`config.mk`:
```
export PLATFORM = sky130hd
export DESIGN_NAME = baud_tick_gen
export DESIGN_NICKNAME = d
export VERILOG_FILES = /design/src/rtl/baud_pkg.sv /design/src/rtl/baud_modcnt.sv /design/src/rtl/baud_prescale.sv /design/src/rtl/baud_phase_acc.sv /design/src/rtl/baud_tick_gen.sv
export SDC_FILE = /design/constraint.sdc
export NUM_CORES = 1
export LEC_CHECK = 0
export BUFFER_PORTS_ARGS = -buffer_cell sky130_fd_sc_hd__buf_2
export CAP_MARGIN = 40
export CORE_MARGIN = 4
export CORE_UTILIZATION = 50
export CTS_CLUSTER_SIZE = 40
export DETAILED_ROUTE_END_ITERATION = 12
export PLACE_DENSITY = 0.69
export SLEW_MARGIN = 20
export SYNTH_ARGS = -nofsm -noshare
export SYNTH_HDL_FRONTEND = slang
export SYNTH_HIERARCHICAL = 1
export SYNTH_SLANG_ARGS = --single-unit
export TNS_END_PERCENT = 5
```
`constraint.sdc`:
```
create_clock -name clk -period 5.2 [get_ports clk]
set_input_delay 0.26 -clock clk [delete_from_list [all_inputs] [get_ports clk]]
set_output_delay 0.26 -clock clk [all_outputs]
set_load 0.01 [all_outputs]
```
`src/rtl/baud_pkg.sv`:
```
`timescale 1ns/1ps
// Package: shared mode encoding and prescale decode for the baud tick generator.
// Assumes pre_sel values 4..7 all select the power-saving ratio.
package baud_pkg;

    typedef enum logic [1:0] {
        PMODE_SHIFT = 2'd0,
        PMODE_VAR_A = 2'd1,
        PMODE_FIXED = 2'd2,
        PMODE_VAR_B = 2'd3
    } port_mode_e;

    // Prescale ratio chosen by the select code.
    function automatic int unsigned pre_ratio(input logic [2:0] sel, input int unsigned pm_div);
        case (sel)
            3'd0:    return 1;
            3'd1:    return 2;
            3'd2:    return 4;
            3'd3:    return 8;
            default: return pm_div;
        endcase
    endfunction

endpackage

```
`src/rtl/baud_modcnt.sv`:
```
`timescale 1ns/1ps
// Module: modulo counter used as a clock-enable divider.
// Counts enabled cycles from 0 to 'last' and flags the enabled cycle at 'last'.
// Assumes 'last' only changes together with a synchronous clear.
module baud_modcnt #(
    parameter int W = 4
) (
    input  logic         clk,
    input  logic         rst_n,
    input  logic         clr,
    input  logic         en,
    input  logic [W-1:0] last,
    output logic         hit
);

    logic [W-1:0] cnt;

    assign hit = en && (cnt == last);

    // Advance on enable, wrap at the terminal value, restart on clear.
    always_ff @(posedge clk) begin
        if (!rst_n)   cnt <= '0;
        else if (clr) cnt <= '0;
        else if (en)  cnt <= hit ? '0 : cnt + 1'b1;
    end

endmodule

```
`src/rtl/baud_prescale.sv`:
```
`timescale 1ns/1ps
// Module: system-clock prescaler producing one enable per P cycles.
// With P = 1 the enable is high every cycle. Assumes PM_DIV >= 8.
module baud_prescale #(
    parameter int PM_DIV = 256
) (
    input  logic       clk,
    input  logic       rst_n,
    input  logic       clr,
    input  logic [2:0] sel,
    output logic       pre_tick
);
    import baud_pkg::*;

    localparam int PW = $clog2(PM_DIV);

    logic [PW-1:0] last;

    // Decode the ratio select into a terminal count.
    always_comb begin
        last = PW'(pre_ratio(sel, PM_DIV) - 1);
    end

    baud_modcnt #(.W(PW)) u_cnt (
        .clk  (clk),
        .rst_n(rst_n),
        .clr  (clr),
        .en   (1'b1),
        .last (last),
        .hit  (pre_tick)
    );

endmodule

```
`src/rtl/baud_phase_acc.sv`:
```
`timescale 1ns/1ps
// Module: wrapping phase accumulator.
// Adds 'inc' on each step and flags a step whose sum carries out of the top bit.
module baud_phase_acc #(
    parameter int W = 16
) (
    input  logic         clk,
    input  logic         rst_n,
    input  logic         clr,
    input  logic         step,
    input  logic [W-1:0] inc,
    output logic         carry
);

    logic [W-1:0] acc;
    logic [W:0]   sum;

    assign sum   = {1'b0, acc} + {1'b0, inc};
    assign carry = step && sum[W];

    // Hold the phase between steps; restart at zero on clear.
    always_ff @(posedge clk) begin
        if (!rst_n)    acc <= '0;
        else if (clr)  acc <= '0;
        else if (step) acc <= sum[W-1:0];
    end

endmodule

```
`src/rtl/baud_tick_gen.sv`:
```
`timescale 1ns/1ps
// Module: multi-mode baud tick generator (top).
// Builds shift, bit and x16 sample strobes from one system clock.
// Any change of the control inputs restarts all counters. Outputs are registered.
module baud_tick_gen #(
    parameter int ACC_W      = 16,
    parameter int PM_DIV     = 256,
    parameter int OVS        = 16,
    parameter int M0_SLOW    = 12,
    parameter int M0_FAST    = 4,
    parameter int M2_SLOW    = 64,
    parameter int M2_FAST    = 32,
    parameter int ACC_PREDIV = 4
) (
    input  logic             clk,
    input  logic             rst_n,
    input  logic [1:0]       mode_sel,
    input  logic             sync_fast,
    input  logic             rate_dbl,
    input  logic [2:0]       pre_sel,
    input  logic [ACC_W-1:0] phase_inc,
    output logic             bit_tick,
    output logic             sample_tick
);
    import baud_pkg::*;

    localparam int DW   = $clog2(M0_SLOW + M2_SLOW + ACC_PREDIV);
    localparam int OW   = $clog2(OVS);
    localparam int CFGW = 7;

    port_mode_e      mode;
    logic [CFGW-1:0] cfg, cfg_q;
    logic            started, clr;
    logic            pre_tick, div_hit, acc_carry, acc_step;
    logic            x16_hit, samp_raw, bit_raw;
    logic [DW-1:0]   div_last;
    logic            is_acc;

    assign mode   = port_mode_e'(mode_sel);
    assign cfg    = {mode_sel, sync_fast, rate_dbl, pre_sel};
    assign is_acc = (mode == PMODE_VAR_A) || (mode == PMODE_VAR_B);
    assign clr    = !started || (cfg != cfg_q);

    // Remember the last control setting so that a change can be detected.
    always_ff @(posedge clk) begin
        if (!rst_n) begin
            cfg_q   <= '0;
            started <= 1'b0;
        end else begin
            cfg_q   <= cfg;
            started <= 1'b1;
        end
    end

    baud_prescale #(.PM_DIV(PM_DIV)) u_pre (
        .clk     (clk),
        .rst_n   (rst_n),
        .clr     (clr),
        .sel     (pre_sel),
        .pre_tick(pre_tick)
    );

    // Pick the ratio of the second divider from the mode and rate bits.
    always_comb begin
        case (mode)
            PMODE_SHIFT: div_last = sync_fast ? DW'(M0_FAST - 1) : DW'(M0_SLOW - 1);
            PMODE_FIXED: div_last = rate_dbl  ? DW'(M2_FAST / OVS - 1) : DW'(M2_SLOW / OVS - 1);
            default:     div_last = DW'(ACC_PREDIV - 1);
        endcase
    end

    baud_modcnt #(.W(DW)) u_div (
        .clk  (clk),
        .rst_n(rst_n),
        .clr  (clr),
        .en   (pre_tick),
        .last (div_last),
        .hit  (div_hit)
    );

    assign acc_step = is_acc && (rate_dbl ? pre_tick : div_hit);

    baud_phase_acc #(.W(ACC_W)) u_acc (
        .clk  (clk),
        .rst_n(rst_n),
        .clr  (clr),
        .step (acc_step),
        .inc  (phase_inc),
        .carry(acc_carry)
    );

    // Route the sample-rate source for the current mode.
    always_comb begin
        case (mode)
            PMODE_FIXED: samp_raw = div_hit;
            PMODE_SHIFT: samp_raw = 1'b0;
            default:     samp_raw = acc_carry;
        endcase
    end

    baud_modcnt #(.W(OW)) u_x16 (
        .clk  (clk),
        .rst_n(rst_n),
        .clr  (clr),
        .en   (samp_raw),
        .last (OW'(OVS - 1)),
        .hit  (x16_hit)
    );

    assign bit_raw = (mode == PMODE_SHIFT) ? div_hit : x16_hit;

    // Register the strobes and suppress them on a restart edge.
    always_ff @(posedge clk) begin
        if (!rst_n) begin
            bit_tick    <= 1'b0;
            sample_tick <= 1'b0;
        end else begin
            bit_tick    <= bit_raw  && !clr;
            sample_tick <= samp_raw && !clr;
        end
    end

endmodule

```
* After elaboration in Yosys (flattened, before gate mapping)
Index checks and enable logic that the tools add are counted.
Storage, ports and cells: word-level logic and storage cells 48, input bits 25, register bits after elaboration 45, output and inout bits 2
Operators by class: add/subtract/negate cells 5, reduce and logical (&&, ||, !) cells 14, equality and inequality tests 10, multiplexer cells 10, bitwise gates (word level) 1
Operator list (number):
- adder 16 x 16 -> 17 bit | 1
- one-hot mux 4 bit (4 select lines) | 1
- adder 8 x 1 -> 8 bit, second input constant | 1
- == test 8 bit | 1
- 2-to-1 mux 4 bit | 2
- one-hot mux 4 bit (2 select lines) | 1
- subtractor 8 x 1 -> 8 bit, second input constant | 1
- adder 7 x 1 -> 7 bit, second input constant | 1
- == test 7 x 4 -> 1 bit | 1
- 2-to-1 mux 7 bit | 1
- != test 7 bit | 1
- == test 3 x 2 -> 1 bit, second input constant | 2
- logical AND 1 bit | 6
- adder 4 x 1 -> 4 bit, second input constant | 1
- == test 2 bit, second input constant | 2
- == test 4 bit, second input constant | 1
- == test 3 x 1 -> 1 bit, second input constant | 1
- zero test 3 bit | 1
- 2-to-1 mux 1 bit | 3
- OR reduction 3 bit | 1
- == test 2 x 1 -> 1 bit, second input constant | 1
- zero test 1 bit | 2
- zero test 2 bit | 1
- logical OR 1 bit | 2
- other kinds (4) | 4

* Longest topological paths before layout
depth after elaboration 12, mapped depth 19, mapped depth without buffers 17

* Hierarchy
Netlist, hierarchy kept.
Modules (own cells, without submodules):
- baud_phase_acc | area each 1350.0 µm², cells each 154, instances 1, sequential area each 320.3 µm²
- baud_modcnt (u_pre.u_cnt) | area each 461.7 µm², cells each 52, instances 1, sequential area each 160.2 µm²
- baud_modcnt (u_div) | area each 434.2 µm², cells each 43, instances 1, sequential area each 140.1 µm²
- baud_tick_gen | area each 429.2 µm², cells each 45, instances 1, sequential area each 200.2 µm²
- baud_modcnt (u_x16) | area each 250.2 µm², cells each 24, instances 1, sequential area each 80.1 µm²
- baud_prescale | area each 98.8 µm², cells each 16, instances 1, sequential area each 0.0 µm²

* Worst setup path after synthesis
Ideal clock, no wire load.
path type input to register, start point input port pre_sel[1], end point register bit_tick, slack 1115 ps, cell stages on the path 18, library setup time 76 ps, path buffers 2, arrival 4009 ps, data required time 5124 ps, cell sequence or3_1 ha_1 a21boi_0 xnor2_1 nand4_2 nor3_1 nand4_1 nor2_4 mux2i_1 nor2b_1 buf_6 clkbuf_1 o311a_1 a22o_1 o21a_1 and2_1 mux2i_1 nor3_2
Between the ends: cells in the longest elaborated chain, start to end 12, elaborated cells between the ends (all ways) 18, classes of those cells add/sub: 1; eq/ne: 5; mux: 4; reduce/logical: 8
Ends and longest elaborated chain:
- start, declared | RTL line baud_tick_gen.sv:20 | input logic [2:0] pre_sel,
- == test 3 x 2 -> 1 bit (tied with other cells) | RTL line baud_pkg.sv:15 | case (sel)
- one-hot mux 4 bit (4 select lines) (*) | RTL line baud_pkg.sv:15
- subtractor 8 x 1 -> 8 bit (*) | RTL line baud_prescale.sv:21 | last = PW'(pre_ratio(sel, PM_DIV) - 1);
- named net u_pre.last[4] | RTL line baud_prescale.sv:17 | logic [PW-1:0] last;
- == test 8 bit (*) | RTL line baud_modcnt.sv:18 | assign hit = en && (cnt == last);
- named net pre_tick | RTL line baud_tick_gen.sv:34 | logic pre_tick, div_hit, acc_carry, acc_step;
- logical AND 1 bit (*) | RTL line baud_modcnt.sv:18
- named net div_hit | RTL line baud_tick_gen.sv:34
- [... 2 more ...]
- named net acc_step | RTL line baud_tick_gen.sv:34
- logical AND 1 bit (*) | RTL line baud_phase_acc.sv:19 | assign carry = step && sum[W];
- named net acc_carry | RTL line baud_tick_gen.sv:34
- one-hot mux 1 bit (2 select lines) (*) | RTL line baud_tick_gen.sv:94 | case (mode)
- named net samp_raw | RTL line baud_tick_gen.sv:35 | logic x16_hit, samp_raw, bit_raw;
- logical AND 1 bit (*) | RTL line baud_modcnt.sv:18
- named net x16_hit | RTL line baud_tick_gen.sv:35
- 2-to-1 mux 1 bit (*) | RTL line baud_tick_gen.sv:110 | assign bit_raw = (mode == PMODE_SHIFT) ? div_hit : x16_hit;
- logical AND 1 bit (*) | RTL line baud_tick_gen.sv:118 | bit_tick <= bit_raw && !clr;
- end signal, assigned | RTL line baud_tick_gen.sv:118
- end, declared | RTL line baud_tick_gen.sv:22 | output logic bit_tick,
Mark *: on every way through the listed nets, which the timed path passes. The rest lies on a longest branch. A chain may end at the register's enable or synchronous reset.

* Worst setup path after layout
Same ends and word-level chain as after synthesis.

==> impl_metrics.env <==
export IMPL_syn_area_um2=3020
export IMPL_root_buffer="clkbuf_8"
export IMPL_drt_initial_drc_count=67
export IMPL_placed_area_um2=3220
export IMPL_die_area_um2=7360
export IMPL_status="completed"
export IMPL_yosysUniqueCellTypes=63
export IMPL_finalWirelength_mm=5.76
export IMPL_cts_tree="built"
export IMPL_cp_num_cells=19
export IMPL_area_delta_synth_final_pct=10.3
export IMPL_yosys_warnings=6
export IMPL_rr_worst_depth=15
export IMPL_cp_num_buf_inv=3
export IMPL_worst_path_max_delay_cell="or3_1"
export IMPL_synth_top_area_share_pct=29.8
export IMPL_antenna_cells=0
export IMPL_grt_max_degree=19
export IMPL_design_area_um2=3340
export IMPL_crit_chain="buf_2 -> or3_1 -> ha_1 -> a21boi_0 -> xnor2_1 -> nand4_2 -> nor3_1 -> buf_4 -> nand4_1 -> nor2_4 -> mux2i_1 -> nor2b_1 -> buf_4 -> o311a_1 -> a22o_1 -> o21a_1 -> and2_1 -> mux2i_1 -> nor3_2"
export IMPL_row_count=28
export IMPL_avgSynthCellArea_um2=9.05
export IMPL_clk_pin_slew_ns=0.09
export IMPL_vias=2372
export IMPL_synth_seq_cells=45
export IMPL_via_per_inst=5.33
export IMPL_hold_class="input pin to flop"
export IMPL_antenna_found_initial=0
export IMPL_cts_buffer_depth=2
export IMPL_wl_per_cell_um=13.0
export IMPL_regToRegSetupSlack_ns=2.04
export IMPL_final_setup_skew_ns=0.00574
export IMPL_worstSetupStartpoint="pre_sel[1]"
export IMPL_die_w_um=85.8
export IMPL_cp_end_kind="flop"
export IMPL_dp_hpwl_mm=4.41
export IMPL_worstSetupEndpoint="bit_tick"
export IMPL_synth_area_leaders="dfxtp_1 30%, ha_1 8.7%, xnor2_1 8.1%"
export IMPL_slew_viol_final=0
export IMPL_yosysMostFrequentCell="dfxtp_1"
export IMPL_startpoint_type="input pin"
export IMPL_first_pass_iters=4
export IMPL_crit_family="simple AND/OR/NAND/NOR gates"
export IMPL_reg2reg_from="u_pre/u_cnt/cnt[2]"
export IMPL_cts_made_buffers=5
export IMPL_grtUsageTotal_pct=17.0
export IMPL_drc=0
export IMPL_setup_viol=0
export IMPL_io_buffer_count=26
export IMPL_syn_instance_count=334
export IMPL_final_util_pct=56.7
export IMPL_pin_count=27
export IMPL_p_leak_nw=1.30
export IMPL_cts_setup_buffers=0
export IMPL_globalplace_congestion=0.864
export IMPL_cp_data_required_time_ns=5.43
export IMPL_synth_main_ff_cell="dfxtp_1"
export IMPL_ant_nets=0
export IMPL_grt_pass1_wl_mm=10.2
export IMPL_power_density_nw_per_um2=209
export IMPL_first_global_vias=2396
export IMPL_die_y_um=85.8
export IMPL_critPathKind="input pin to flop"
export IMPL_hold_violations=0
export IMPL_cpPeakStageDelay_ns=0.41
export IMPL_coreArea_um2=5890
export IMPL_tns_ns=0
export IMPL_ir_drop_mv=0.149
export IMPL_synth_edf_count=0
export IMPL_overflow=0
export IMPL_clock_fmax_ghz=0.273
export IMPL_reg2reg_to="bit_tick"
export IMPL_hold_buffers=0
export IMPL_post_cts_resized=0
export IMPL_cp_max_fo=18
export IMPL_htreeDepth=2
export IMPL_start_util_pct=51.4
export IMPL_cap_viol_max_count=0
export IMPL_drive_above_1_share_pct=14.9
export IMPL_period_share_pct=70.5
export IMPL_arrival_ns=3.90
export IMPL_seq_area_frac_synth_pct=29.8
export IMPL_holdCritStartpoint="sync_fast"
export IMPL_async_flop_share_pct=0
export IMPL_clkSinkCount=45
export IMPL_synth_common_cells="45 x dfxtp_1, 29 x nor2_1, 28 x xnor2_1"
export IMPL_fin_crit_ns=3.67
export IMPL_rsz0062_at_grt="false"
export IMPL_insertion_delay_ns=0.30
export IMPL_synth_top_cell_by_area="dfxtp_1"
export IMPL_nets=416
## worst min-delay path by stage
stage / depth (start not counted) / end / slack (ns)
after floorplan: 0 / started / 0.29
after global placement: 2 / u_acc/acc[14] / 0.44
after detailed placement: 2 / u_acc/acc[11] / 0.44
after CTS: 2 / cfg_q[4] / 0.20
after global routing: 2 / cfg_q[4] / 0.21
final: 2 / cfg_q[4] / 0.22
## where the power goes
part           switching, mW  total (mW)  leakage (nW)  internal (mW)
clock                  0.125       0.281        0.0574          0.156
sequential           0.00124       0.349         0.365          0.348
combinational         0.0374      0.0671         0.882         0.0297
## worst register-to-register path: stages (launching register included)
cell     delay, ns
dfxtp_1       0.45
xnor2_1       0.16
nand4_2       0.17
nor3_1        0.20
buf_4         0.18
nand4_1       0.13
nor2_4        0.30
mux2i_1       0.12
nor2b_1       0.12
buf_4         0.25
o311a_1       0.21
a22o_1        0.26
o21a_1        0.21
and2_1        0.15
mux2i_1       0.07
nor3_2        0.11
## per-layer routing
| metal | track usage, % | vias up | wire [µm] |
|---|---|---|---|
| li1 | - | 1248 | - |
| met1 | 20.7 | 1076 | 2750 |
| met2 | 29.7 | 40 | 2740 |
| met3 | 3.84 | 8 | 195 |
| met4 | 5.47 | 0 | 80 |
| met5 | 0 | - | 0 |
## through the flow
stage          power [mW]  setup slack (ns)  hold slack, ns  cells
3_3_place_gp        0.423              1.32           0.439    437
6_report            0.697              1.53           0.218    445
3_5_place_dp        0.424              1.19           0.444    437
2_1_floorplan       0.403              1.12           0.288    342
5_1_grt             0.727              1.17           0.205    445
4_1_cts             0.709              1.52           0.199    445
## cell type report
cell class	instances	area, µm²
Fill cell	543	2550
Multi-Input combinational cell	278	2040
Sequential cell	45	901
Timing Repair Buffer	28	145
Tap cell	75	93.8
Clock buffer	6	82.6
Inverter	11	41.3
Clock inverter	2	37.5
## flip-flops by register name, indices dropped and copies added (netlist names)
signal           flops
u_div/cnt            7
sample_tick          1
started              1
cfg_q                7
u_x16/cnt            4
bit_tick             1
u_acc/acc           16
u_pre/u_cnt/cnt      8
## cells in the final DEF (no fill, tap or decap), types with 3 or more instances in the layout
cell type	synthesis	final
buf_2	1	26
a21o_1	6	6
nand4_1	11	11
mux2i_1	10	10
inv_1	11	11
and2_1	9	9
a21oi_1	10	10
xnor2_1	28	28
nand4b_1	4	4
a211oi_1	7	7
nor2_1	29	29
dfxtp_1	45	45
nor2b_1	3	3
ha_1	21	21
nand2_1	27	27
nor3_2	4	4
o21ai_1	6	6
nor3_1	7	7
nand2b_1	8	8
o21ai_0	4	4
conb_1	3	11
xor2_1	18	18
nand3_1	11	11
clkbuf_8	3	6
## cell families (layout without fill, tap and decap cells)
family / after synthesis / in the layout / share of synthesized area [%]
and+or+nand+nor: 130 / 130 / 24.1
AOI/OAI and AO/OA: 59 / 59 / 15.9
xor gates and xnor gates: 46 / 46 / 13.3
DFF: 45 / 45 / 29.8
adders and majority gates: 22 / 22 / 9.35
buffers and inverters: 19 / 47 / 3.89
muxes: 10 / 10 / 3.31
other: 3 / 11 / 0.372
Power figures use the tool's default switching activity.
